### config.mk
export PLATFORM = sky130hd
export DESIGN_NAME = cms_gen
export DESIGN_NICKNAME = d
export VERILOG_FILES = /design/src/rtl/cms_pkg.sv /design/src/rtl/cms_cfg_regs.sv /design/src/rtl/cms_src_gate.sv /design/src/rtl/cms_out_stage.sv /design/src/rtl/cms_gen.sv
export SDC_FILE = /design/constraint.sdc
export NUM_CORES = 1
export LEC_CHECK = 0
export BUFFER_PORTS_ARGS = -buffer_cell sky130_fd_sc_hd__buf_2
export CAP_MARGIN = 20
export CORE_AREA = 3 3 40 42
export CTS_CLUSTER_DIAMETER = 30
export DETAILED_ROUTE_END_ITERATION = 10
export DIE_AREA = 0 0 43 45
export GPL_TIMING_DRIVEN = 0
export PLACE_DENSITY = 0.76
export SLEW_MARGIN = 0
export SYNTH_ARGS = -nofsm -noshare
export SYNTH_HDL_FRONTEND = slang
export SYNTH_HIERARCHICAL = 1
export SYNTH_SLANG_ARGS = --single-unit
### constraint.sdc
create_clock -name clk_i -period 1.3 [get_ports clk_i]
set_input_delay 0.065 -clock clk_i [delete_from_list [all_inputs] [get_ports clk_i]]
set_output_delay 0.065 -clock clk_i [all_outputs]
set_load 0.01 [all_outputs]
### src/rtl/cms_pkg.sv
package cms_pkg;
  localparam int NUM_SRC      = 4;
  localparam int CTL_W        = 16;
  localparam int BOOT_DIS_BIT = 3;

  typedef enum logic [1:0] {
    SRC_PROG = 2'd0,
    SRC_DATA = 2'd1,
    SRC_BOOT = 2'd2,
    SRC_IO   = 2'd3
  } src_e;

  localparam int BOOT_IDX = int'(SRC_BOOT);

  // all enables set except the boot source
  function automatic logic [NUM_SRC-1:0] en_reset_val(input int boot_idx);
    logic [NUM_SRC-1:0] v;
    v = '1;
    v[boot_idx] = 1'b0;
    return v;
  endfunction
endpackage

### src/rtl/cms_cfg_regs.sv
module cms_cfg_regs #(
  parameter int NUM_SRC      = 4,
  parameter int BOOT_IDX     = 2,
  parameter int CTL_W        = 16,
  parameter int BOOT_DIS_BIT = 3
) (
  input  logic               clk_i,
  input  logic               rst_ni,
  input  logic               sel_we_i,
  input  logic [NUM_SRC-1:0] sel_wdata_i,
  input  logic               ctl_we_i,
  input  logic [CTL_W-1:0]   ctl_wdata_i,
  output logic [NUM_SRC-1:0] src_en_o,
  output logic               boot_dis_o
);
  localparam logic [NUM_SRC-1:0] EnRst = cms_pkg::en_reset_val(BOOT_IDX);

  logic [NUM_SRC-1:0] en_q;
  logic               dis_q;
  logic               ctl_unused;

  // only the boot-disable bit of the control word is held here
  assign ctl_unused = ^ctl_wdata_i;

  always_ff @(posedge clk_i or negedge rst_ni) begin
    if (!rst_ni) begin
      en_q <= EnRst;
    end else if (sel_we_i) begin
      en_q <= sel_wdata_i;
    end
  end

  always_ff @(posedge clk_i or negedge rst_ni) begin
    if (!rst_ni) begin
      dis_q <= 1'b0;
    end else if (ctl_we_i) begin
      dis_q <= ctl_wdata_i[BOOT_DIS_BIT];
    end
  end

  assign src_en_o   = en_q;
  assign boot_dis_o = dis_q;
endmodule

### src/rtl/cms_src_gate.sv
module cms_src_gate #(
  parameter int NUM_SRC  = 4,
  parameter int BOOT_IDX = 2
) (
  input  logic [NUM_SRC-1:0] req_ni,
  input  logic [NUM_SRC-1:0] src_en_i,
  input  logic               boot_dis_i,
  output logic [NUM_SRC-1:0] live_o,
  output logic               comp_o
);
  logic [NUM_SRC-1:0] live;
  logic [NUM_SRC-1:0] contrib;

  for (genvar i = 0; i < NUM_SRC; i++) begin : g_src
    if (i == BOOT_IDX) begin : g_boot
      assign live[i] = ~req_ni[i] & ~boot_dis_i;
    end else begin : g_plain
      assign live[i] = ~req_ni[i];
    end
    assign contrib[i] = live[i] & src_en_i[i];
  end

  assign live_o = live;
  assign comp_o = |contrib;
endmodule

### src/rtl/cms_out_stage.sv
module cms_out_stage #(
  parameter int NUM_SRC = 4
) (
  input  logic               clk_i,
  input  logic               rst_ni,
  input  logic               grant_i,
  input  logic [NUM_SRC-1:0] live_i,
  input  logic               comp_i,
  output logic [NUM_SRC-1:0] sel_no,
  output logic               comp_no
);
  logic [NUM_SRC-1:0] sel_q;
  logic               comp_q;

  // one register stage for every select keeps them edge-aligned
  always_ff @(posedge clk_i or negedge rst_ni) begin
    if (!rst_ni) begin
      sel_q  <= '1;
      comp_q <= 1'b1;
    end else if (grant_i) begin
      sel_q  <= '1;
      comp_q <= 1'b1;
    end else begin
      sel_q  <= ~live_i;
      comp_q <= ~comp_i;
    end
  end

  assign sel_no  = sel_q;
  assign comp_no = comp_q;
endmodule

### src/rtl/cms_gen.sv
module cms_gen #(
  parameter int NUM_SRC      = cms_pkg::NUM_SRC,
  parameter int BOOT_IDX     = cms_pkg::BOOT_IDX,
  parameter int CTL_W        = cms_pkg::CTL_W,
  parameter int BOOT_DIS_BIT = cms_pkg::BOOT_DIS_BIT
) (
  input  logic               clk_i,
  input  logic               rst_ni,
  input  logic [NUM_SRC-1:0] sel_req_ni,
  input  logic               bus_grant_i,
  input  logic               sel_we_i,
  input  logic [NUM_SRC-1:0] sel_wdata_i,
  input  logic               ctl_we_i,
  input  logic [CTL_W-1:0]   ctl_wdata_i,
  output logic [NUM_SRC-1:0] sel_no,
  output logic               comp_sel_no
);
  logic [NUM_SRC-1:0] src_en;
  logic               boot_dis;
  logic [NUM_SRC-1:0] live;
  logic               comp_live;

  cms_cfg_regs #(
    .NUM_SRC(NUM_SRC), .BOOT_IDX(BOOT_IDX),
    .CTL_W(CTL_W), .BOOT_DIS_BIT(BOOT_DIS_BIT)
  ) u_cfg (
    .clk_i, .rst_ni,
    .sel_we_i, .sel_wdata_i,
    .ctl_we_i, .ctl_wdata_i,
    .src_en_o(src_en), .boot_dis_o(boot_dis)
  );

  cms_src_gate #(.NUM_SRC(NUM_SRC), .BOOT_IDX(BOOT_IDX)) u_gate (
    .req_ni(sel_req_ni), .src_en_i(src_en), .boot_dis_i(boot_dis),
    .live_o(live), .comp_o(comp_live)
  );

  cms_out_stage #(.NUM_SRC(NUM_SRC)) u_out (
    .clk_i, .rst_ni, .grant_i(bus_grant_i),
    .live_i(live), .comp_i(comp_live),
    .sel_no(sel_no), .comp_no(comp_sel_no)
  );
endmodule

==> results.cfg <==
[logic_synthesis]
yosys.area.top_type = dfstp_2
syn-mean-instance-area_um2 = 14.1
yosysWarnings = 6
syn_nets = 57
synth-seq-cells = 10
syn_inst = 28
ys_types = 9
synth-seq-area-share_pct = 66.0
netlist_area_um2 = 394
yosysTopAreaCellShare_pct = 53.3
synth.area.top_cells = dfstp_2 (53%), mux2_2 (14%), dfrtp_1 (13%)

[finish]
antennaDiodeCount = 0
layout.nets = 82
syn2layout_area_growth_pct = 39.4
seq_area_um2 = 260
fin_cells = 67
finalInstanceArea_um2 = 549
drive_gt1_share_pct = 65.4
multi_input_comb_area_um2 = 123
fillers = 136

[worst_setup_path]
reg2reg_depth = 3
worstSetupEndpointType = register
critPathRequiredTime_ns = 1.50
cp-start-kind = input pin
crit_fanout = 2
path_class = input pin to register
crit_arrival_ns = 1.21

[floorplanning]
die-area_mm2 = 0.00194
ios = 34
die_y_um = 45
core_region_area_mm2 = 0.00128
dieWidth_um = 43
rows = 13
start_util_pct = 30.7

[placement]
gp_congestion = 0.680
io_buffers = 18
dpl_cell_area_um2 = 503
hpwl_um = 531
dp_cells = 61

[clocking]
cts_tree = built
cts_max_level = 1
cts_buffers = 3
cts_resized = 0
cts_buffer_depth = 2
clk_latency_ns = 0.26
cts.sinks = 10
clkTransAtPathRegs_ns = 0.06
cts_root_buf = clkbuf_4

[global_route]
antenna_found_initial = 0
grt_usage_pct = 8.42
grt_max_degree = 11
grt-ovfl-total = 0
grt_pass1_vias = 304
grt_pass1_wl_um = 1150

[drt]
drtIter0Drc = 1
drc = 0
top_layer = met3
met2_length_um = 295
num_vias = 270
met1_length_um = 287
postRouteAntennaNets = 0
routed_wl_um = 645
detail_route.vias_per_cell = 4.03
met3_length_um = 62
avgRoutedWirePerCell_um = 9.63
drtPass1Iterations = 2

[sta]
rsz0062_at_grt = no
fin_crit_ns = 1.01
worstMarginPinSlew_ns = 0.217
setup_viol = 0
max_freq_mhz = 990
relSlewSlack_pct = 85.5
min_period_over_period_pct = 77.7
timing.hold.ws_ns = 0.0163
fin_skew_ns = 0.00622
hold_viol_final = 0
finalMaxSlewViolations = 0
fin_setup_tns_ns = 0

[power_and_ir_drop]
finalPower_mw = 0.656
peakVddDrop_mv = 0.377
p_per_area_mw_per_mm2 = 1190
p_leak_nw = 0.260

[run]
cap_violations = 0

[worst_hold_path]
hold_class = input pin to register
whs_path_depth = 3

[status]
status = completed
[Yosys cell counts (all sizes together)]
| master | count |
|---|---|
| and2b | 1 |
| dfrtp | 2 |
| dfstp | 8 |
| nor2b | 2 |
| mux2 | 5 |
| nand2b | 5 |
| nor2 | 1 |
| inv | 3 |
| a2111o | 1 |
[final cells by class]
class	instances	area share [%]
clock buffers	4	4.78
inverters	3	2.05
well taps	15	3.42
flip-flops and latches	10	47.4
multi-input cells	15	22.3
repair buffers	20	20.0
[state kept, by name, summed over array words and instances, names as in the netlist]
signal,flops
u_cfg/boot_dis_o,1
u_out/sel_no,4
u_out/comp_no,1
u_cfg/src_en_o,4
[where the power goes]
part	switching [mW]	internal, mW
Combinational	0.0340	0.0502
Sequential	0.00848	0.350
Clock	0.0950	0.118
[kinds of logic after synthesis]
| group | after synthesis | synth area share, % |
|---|---|---|
| DFF | 10 | 66.0 |
| and+or+nand+nor | 9 | 14.0 |
| muxes | 5 | 14.3 |
| buffers and inverters | 3 | 2.86 |
| AOI/OAI and AO/OA | 1 | 2.86 |
[what timing repair did]
action / 4_1_cts / 5_1_grt
hold endpoints to repair: 11 / 0
hold buffers: 2 / 0
setup buffers: 0 / 0
[cells in the final DEF (no fill, tap or decap)]
cell type      count
and2b_1            1
dfrtp_1            2
nor2_1             1
nand2b_1           5
buf_2             18
dfstp_2            8
nor2b_1            2
mux2_2             5
dlygate4sd3_1      2
clkbuf_1           1
clkbuf_4           3
inv_1              3
a2111o_1           1
[metrics by stage]
step / setup WS [ns] / util, %
floorplan: 0.357 / -
global placement: 0.336 / 39.1
detailed placement: 0.327 / 39.1
CTS: 0.289 / 42.7
global route: 0.243 / 42.7
finish: 0.290 / 42.7
[critical path, stage by stage]
cell and delay, ns:
dlygate4sd3_1 0.52, buf_2 0.10, and2b_1 0.17, a2111o_1 0.28
nand2b_1 0.07
[worst paths after layout]
kind | start | end | slack [ns]
worst max-delay path | sel_req_ni[0] | u_out/comp_no | 0.29
worst min-delay path | sel_req_ni[1] | u_out/sel_no[1] | 0.02
worst max register to register | u_cfg/src_en_o[1] | u_out/comp_no | 0.31
worst min register to register | u_cfg/boot_dis_o | u_out/sel_no[2] | 0.50
max in group asynchronous | rst_ni | u_out/sel_no[3] | 0.85
min in group asynchronous | rst_ni | u_cfg/boot_dis_o | 0.19
[metal layers]
layer  track usage (%)  vias to the layer above
li1                  -                      138
met3              3.59                        0
met4              5.42                        0
met5                 0                        -
met1              10.7                      119
met2              11.7                       13
Note: power is estimated with default switching activity, not from simulation.
